File: src/rtl/cnorm_pkg.sv
package cnorm_pkg;
   localparam int unsigned LANE_W  = 16;
   localparam int unsigned PAIR_W  = 2 * LANE_W;
   localparam int unsigned PROD_W  = 2 * LANE_W;
   localparam int unsigned FRAC_W  = LANE_W - 1;
   localparam int unsigned SCALE_W = PROD_W - FRAC_W;
   localparam logic [LANE_W-1:0] LANE_MAX = {1'b0, {(LANE_W-1){1'b1}}};
   typedef logic signed [LANE_W-1:0] lane_s_t;
   typedef logic [LANE_W-1:0]        lane_u_t;
endpackage

File: src/rtl/cnorm_sq_lane.sv
module cnorm_sq_lane
   import cnorm_pkg::*;
#(
   parameter bit ROUND_NEAREST = 1'b1
) (
   input  lane_s_t x,
   output lane_u_t sq
);
   logic signed [PROD_W-1:0] prod;
   logic [PROD_W-1:0]        prod_u;
   logic [PROD_W-1:0]        biased;
   logic [SCALE_W-1:0]       scaled;

   always_comb begin
      prod   = PROD_W'(x) * PROD_W'(x);
      prod_u = prod;
   end

   generate
      if (ROUND_NEAREST) begin : g_round
         assign biased = prod_u + PROD_W'(1 << (FRAC_W - 1));
      end else begin : g_trunc
         assign biased = prod_u;
      end
   endgenerate

   assign scaled = biased[PROD_W-1:FRAC_W];

   always_comb begin
      if (|scaled[SCALE_W-1:LANE_W-1]) sq = LANE_MAX;
      else                             sq = scaled[LANE_W-1:0];
   end
endmodule

File: src/rtl/cnorm_pair.sv
module cnorm_pair
   import cnorm_pkg::*;
#(
   parameter bit ROUND_NEAREST = 1'b1
) (
   input  lane_s_t re,
   input  lane_s_t im,
   output lane_u_t norm
);
   lane_u_t           sq_re;
   lane_u_t           sq_im;
   logic [LANE_W:0]   sum;

   cnorm_sq_lane #(.ROUND_NEAREST(ROUND_NEAREST)) u_sq_re (.x(re), .sq(sq_re));
   cnorm_sq_lane #(.ROUND_NEAREST(ROUND_NEAREST)) u_sq_im (.x(im), .sq(sq_im));

   // each squared term is non-negative, so only the positive limit can be crossed
   assign sum = {1'b0, sq_re} + {1'b0, sq_im};

   always_comb begin
      if (sum[LANE_W] | sum[LANE_W-1]) norm = LANE_MAX;
      else                             norm = sum[LANE_W-1:0];
   end
endmodule

File: src/rtl/cnorm_lanes.sv
module cnorm_lanes
   import cnorm_pkg::*;
#(
   parameter int unsigned NUM_PAIRS     = 4,
   parameter bit          ROUND_NEAREST = 1'b1
) (
   input  logic                                clk,
   input  logic                                rst_n,
   input  logic                                in_valid,
   input  logic [NUM_PAIRS*2*LANE_W-1:0]       in_vec,
   output logic                                out_valid,
   output logic [NUM_PAIRS*2*LANE_W-1:0]       out_vec
);
   localparam int unsigned VEC_W = NUM_PAIRS * PAIR_W;

   generate
      if (NUM_PAIRS < 1) begin : g_bad_pairs
         $error("cnorm_lanes: NUM_PAIRS must be at least 1");
      end
   endgenerate

   logic [VEC_W-1:0] next_vec;

   generate
      for (genvar p = 0; p < NUM_PAIRS; p++) begin : g_pair
         lane_u_t norm;
         cnorm_pair #(.ROUND_NEAREST(ROUND_NEAREST)) u_pair (
            .re   (in_vec[p*PAIR_W +: LANE_W]),
            .im   (in_vec[p*PAIR_W + LANE_W +: LANE_W]),
            .norm (norm)
         );
         assign next_vec[p*PAIR_W +: LANE_W]          = norm;
         assign next_vec[p*PAIR_W + LANE_W +: LANE_W] = norm;
      end
   endgenerate

   always_ff @(posedge clk) begin
      if (!rst_n) begin
         out_valid <= 1'b0;
         out_vec   <= '0;
      end else begin
         out_valid <= in_valid;
         if (in_valid) out_vec <= next_vec;
      end
   end
endmodule

File: config.mk
export PLATFORM = sky130hd
export DESIGN_NAME = cnorm_lanes
export DESIGN_NICKNAME = d
export VERILOG_FILES = /design/src/rtl/cnorm_pkg.sv /design/src/rtl/cnorm_sq_lane.sv /design/src/rtl/cnorm_pair.sv /design/src/rtl/cnorm_lanes.sv
export SDC_FILE = /design/constraint.sdc
export NUM_CORES = 2
export LEC_CHECK = 0
export BUFFER_PORTS_ARGS = -buffer_cell sky130_fd_sc_hd__buf_2
export CORE_MARGIN = 3
export CORE_UTILIZATION = 30
export DETAILED_ROUTE_END_ITERATION = 16
export PLACE_DENSITY = 0.55
export SETUP_SLACK_MARGIN = 0.05
export SYNTH_ARGS = -nofsm -noshare
export SYNTH_HDL_FRONTEND = slang
export SYNTH_HIERARCHICAL = 1
export SYNTH_SLANG_ARGS = --single-unit
File: constraint.sdc
create_clock -name clk -period 10.45 [get_ports clk]
set_input_delay 1.5675 -clock clk [delete_from_list [all_inputs] [get_ports clk]]
set_output_delay 1.5675 -clock clk [all_outputs]
set_load 0.02 [all_outputs]
==> results.cfg <==
[status]
status = finished clean

[worst_setup_path]
required_ns = 10.76
critPathLaunchType = input pin
critical_path.max_stage_delay_ns = 0.93
rrSetupSlack_ns = 9.41
cp-end-kind = flop
crit_buf_inv = 2
cp_slowest_cell = fa_1
cpMostUsedCell = fa_1
cp_max_fo = 17
crit_arrival_ns = 10.17
crit_family = adder cells
worstSetupPathType = input pin to flop

[clock_tree]
clkTransAtPathRegs_ns = 0.08
insertion_delay_ns = 0.41
cts_buffer_depth = 2
cts_tree = done
cts_root_buffer = clkbuf_16
cts_buffers = 9
cts.sinks = 65
htreeDepth = 3
cts_setup_buffers = 0

[timing]
drv_slew = 0
hold_ws_ns = 0.533
finalHoldViolCount = 0
period_share_pct = 94.4
fin_tns_setup_ns = 0
fmax_mhz = 101
worst_slew_pin_slew_ns = 0.877
rsz0062_at_grt = no
clock_skew_ns = 0
period_minus_slack_ns = 9.86
relSlewSlack_pct = 41.2
setup_violations = 0

[route]
route.met3.wl_um = 6480
drtAntennaViolNets = 0
routed_wl_um = 193000
wl_met2_um = 98700
top_layer = met5
dr.pass1.iters = 6
drtIter0Drc = 2354
vias = 53600
drt-met1-wl_um = 82800
wire_per_inst_um = 16.2
drc_errors = 0
vias_per_cell = 4.51

[logic_synthesis]
synth_fa_ha_area_share_pct = 61.0
synth_edf_count = 0
synth_cell_type_count = 104
yosys.area_share.simple_pct = 11.1
synth-seq-area-share_pct = 1.68
synth_area_mm2 = 0.0773
synth_flop_cell = dfxtp_1
async_flop_share_pct = 0
synth_nets = 11200
synth-xor-area-share_pct = 3.38
avgSynthCellArea_um2 = 9.22
synth_cells = 8388
synth_mux_area_share_pct = 0.997
ys_warn_count = 6
synth_top_family_by_area = adder cells
ys_seq_elements = 65
synth_compound_area_share_pct = 7.37

[layout]
regArea_mm2 = 0.00130
layout-drive-gt1-share_pct = 7.81
fill_cells = 26600
fin_nets = 11300
multi_input_area_mm2 = 0.0649
area_growth_pct = 6.85

[run]
cap_violations = 0

[global_routing]
antenna_found_initial = 39
grt_pass1_vias = 60900
grt_max_degree = 66
grt_overflow = 0
grt_pass1_wl_um = 322000
track_usage_pct = 15.1

[floorplanning]
die_w_um = 514
die_h_um = 514
initial_core_util_pct = 30.3
ios = 260
die_area_mm2 = 0.264
row_count = 185
floorplan.core_area_mm2 = 0.255

[worst_hold_path]
hold_class = flop to flop

[placed_design]
io_buffer_count = 259
hpwl_um = 171000
gp_congestion = 0.890
sequential cells by signal, indices dropped and copies added, names as in the netlist:
name	count
out_vec	64
out_valid	1
tightest hold or removal path, stage by stage (launching register included):
cell     delay [ns]
dfxtp_1        0.32
mux2i_1        0.12
nor2b_1        0.05
cell usage after synthesis (8+ instances only):
| library cell | n | area, um^2 |
|---|---|---|
| o21bai_1 | 12 | 90.1 |
| nand3_2 | 40 | 400 |
| o21a_1 | 45 | 338 |
| a21boi_0 | 11 | 82.6 |
| clkbuf_1 | 178 | 668 |
| nand2_1 | 754 | 2830 |
| conb_1 | 12 | 45.0 |
| a31oi_1 | 20 | 125 |
| o21ai_1 | 21 | 105 |
| nor2b_1 | 91 | 569 |
| o31ai_1 | 12 | 90.1 |
| buf_4 | 89 | 668 |
| a31o_2 | 24 | 210 |
| o22ai_2 | 12 | 150 |
| a21oi_1 | 162 | 811 |
| o211ai_1 | 34 | 255 |
| ha_1 | 752 | 9410 |
| inv_1 | 2513 | 9430 |
| o221ai_1 | 13 | 114 |
| nor2_1 | 287 | 1080 |
| dfxtp_1 | 65 | 1300 |
| xor2_1 | 92 | 806 |
| a211oi_1 | 28 | 210 |
| buf_6 | 16 | 180 |
| mux2i_1 | 77 | 771 |
| a21o_1 | 112 | 841 |
| nand2b_1 | 39 | 244 |
| buf_2 | 10 | 50.1 |
| nand4_1 | 46 | 288 |
| and2_1 | 280 | 1750 |
| nand3_1 | 63 | 315 |
| o21bai_2 | 8 | 90.1 |
| fa_1 | 1885 | 37700 |
| nor3_1 | 33 | 165 |
| o21ai_2 | 26 | 228 |
| o21ai_0 | 71 | 355 |
| a41o_1 | 11 | 110 |
| xnor2_1 | 191 | 1670 |
| or2_2 | 21 | 131 |
| and3_1 | 30 | 188 |
| a21oi_2 | 15 | 131 |
worst paths after layout:
check	from	to	cells past startpoint
setup reg to reg	out_vec[116]	out_vec[116]	2
hold / removal	out_vec[84]	out_vec[84]	2
setup / recovery	in_vec[47]	out_vec[55]	26
hold reg to reg	out_vec[84]	out_vec[84]	2
layer usage:
layer | up-vias | track usage, %
met4 | 14 | 3.65
met5 | - | 0
met1 | 27600 | 19.4
met2 | 912 | 27.4
met3 | 195 | 1.27
li1 | 25000 | -
final cells by class:
type	instances	area share, %
multi-input combinational	5500	78.5
inverter	2514	11.4
tap	3366	5.10
timing repair buffer	408	2.94
sequential	65	1.58
clock buffer	10	0.289
clock inverter	6	0.115
antenna	14	0.0424
layout by cell type, fill, tap and decap left out, types with 13 or more instances in the layout:
master,instances
xnor2_1,189
nor3_1,33
nor2_1,286
o211ai_1,34
ha_1,752
o21ai_1,21
and2_1,280
nand4_1,46
or2_2,21
a21o_1,112
a31o_2,24
o221ai_1,13
a21oi_2,15
a211oi_1,28
and3_1,30
nor2b_1,91
nand2_1,754
buf_4,149
a31oi_1,20
dfxtp_1,65
fa_1,1885
o21ai_0,71
nand3_2,40
o21ai_2,26
inv_1,2513
buf_2,258
nand2b_1,39
nand3_1,63
o21a_1,45
diode_2,14
xor2_1,92
mux2i_1,77
a21oi_1,162
timing repair:
item,in CTS,in global routing
gates resized for setup,0,3
hold buffers,0,0
endpoints found under the setup margin,0,19
hold endpoints to repair,0,0
per-stage QoR:
stage               cells  setup WS (ns)  utilization, %  area (um^2)
finish              11900          0.586            32.4        82600
global route        11900         0.0718            32.3        82600
CTS                 11900          0.449            32.3        82500
detailed placement  11900        0.00789            32.2        82200
global placement    11900          0.141            32.2        82200
floorplan            8388          0.994               -        77300
cells by family after synthesis:
logic type,after synthesis
buffers and inverters,2823
xor gates and xnor gates,289
other,12
and+or+nand+nor,1746
AOI/OAI and AO/OA,739
DFF,65
muxes,77
adders and majority gates,2637
Power is not shown: default switching activity piles up to over one toggle a cycle in this logic, so the estimate is an artifact.
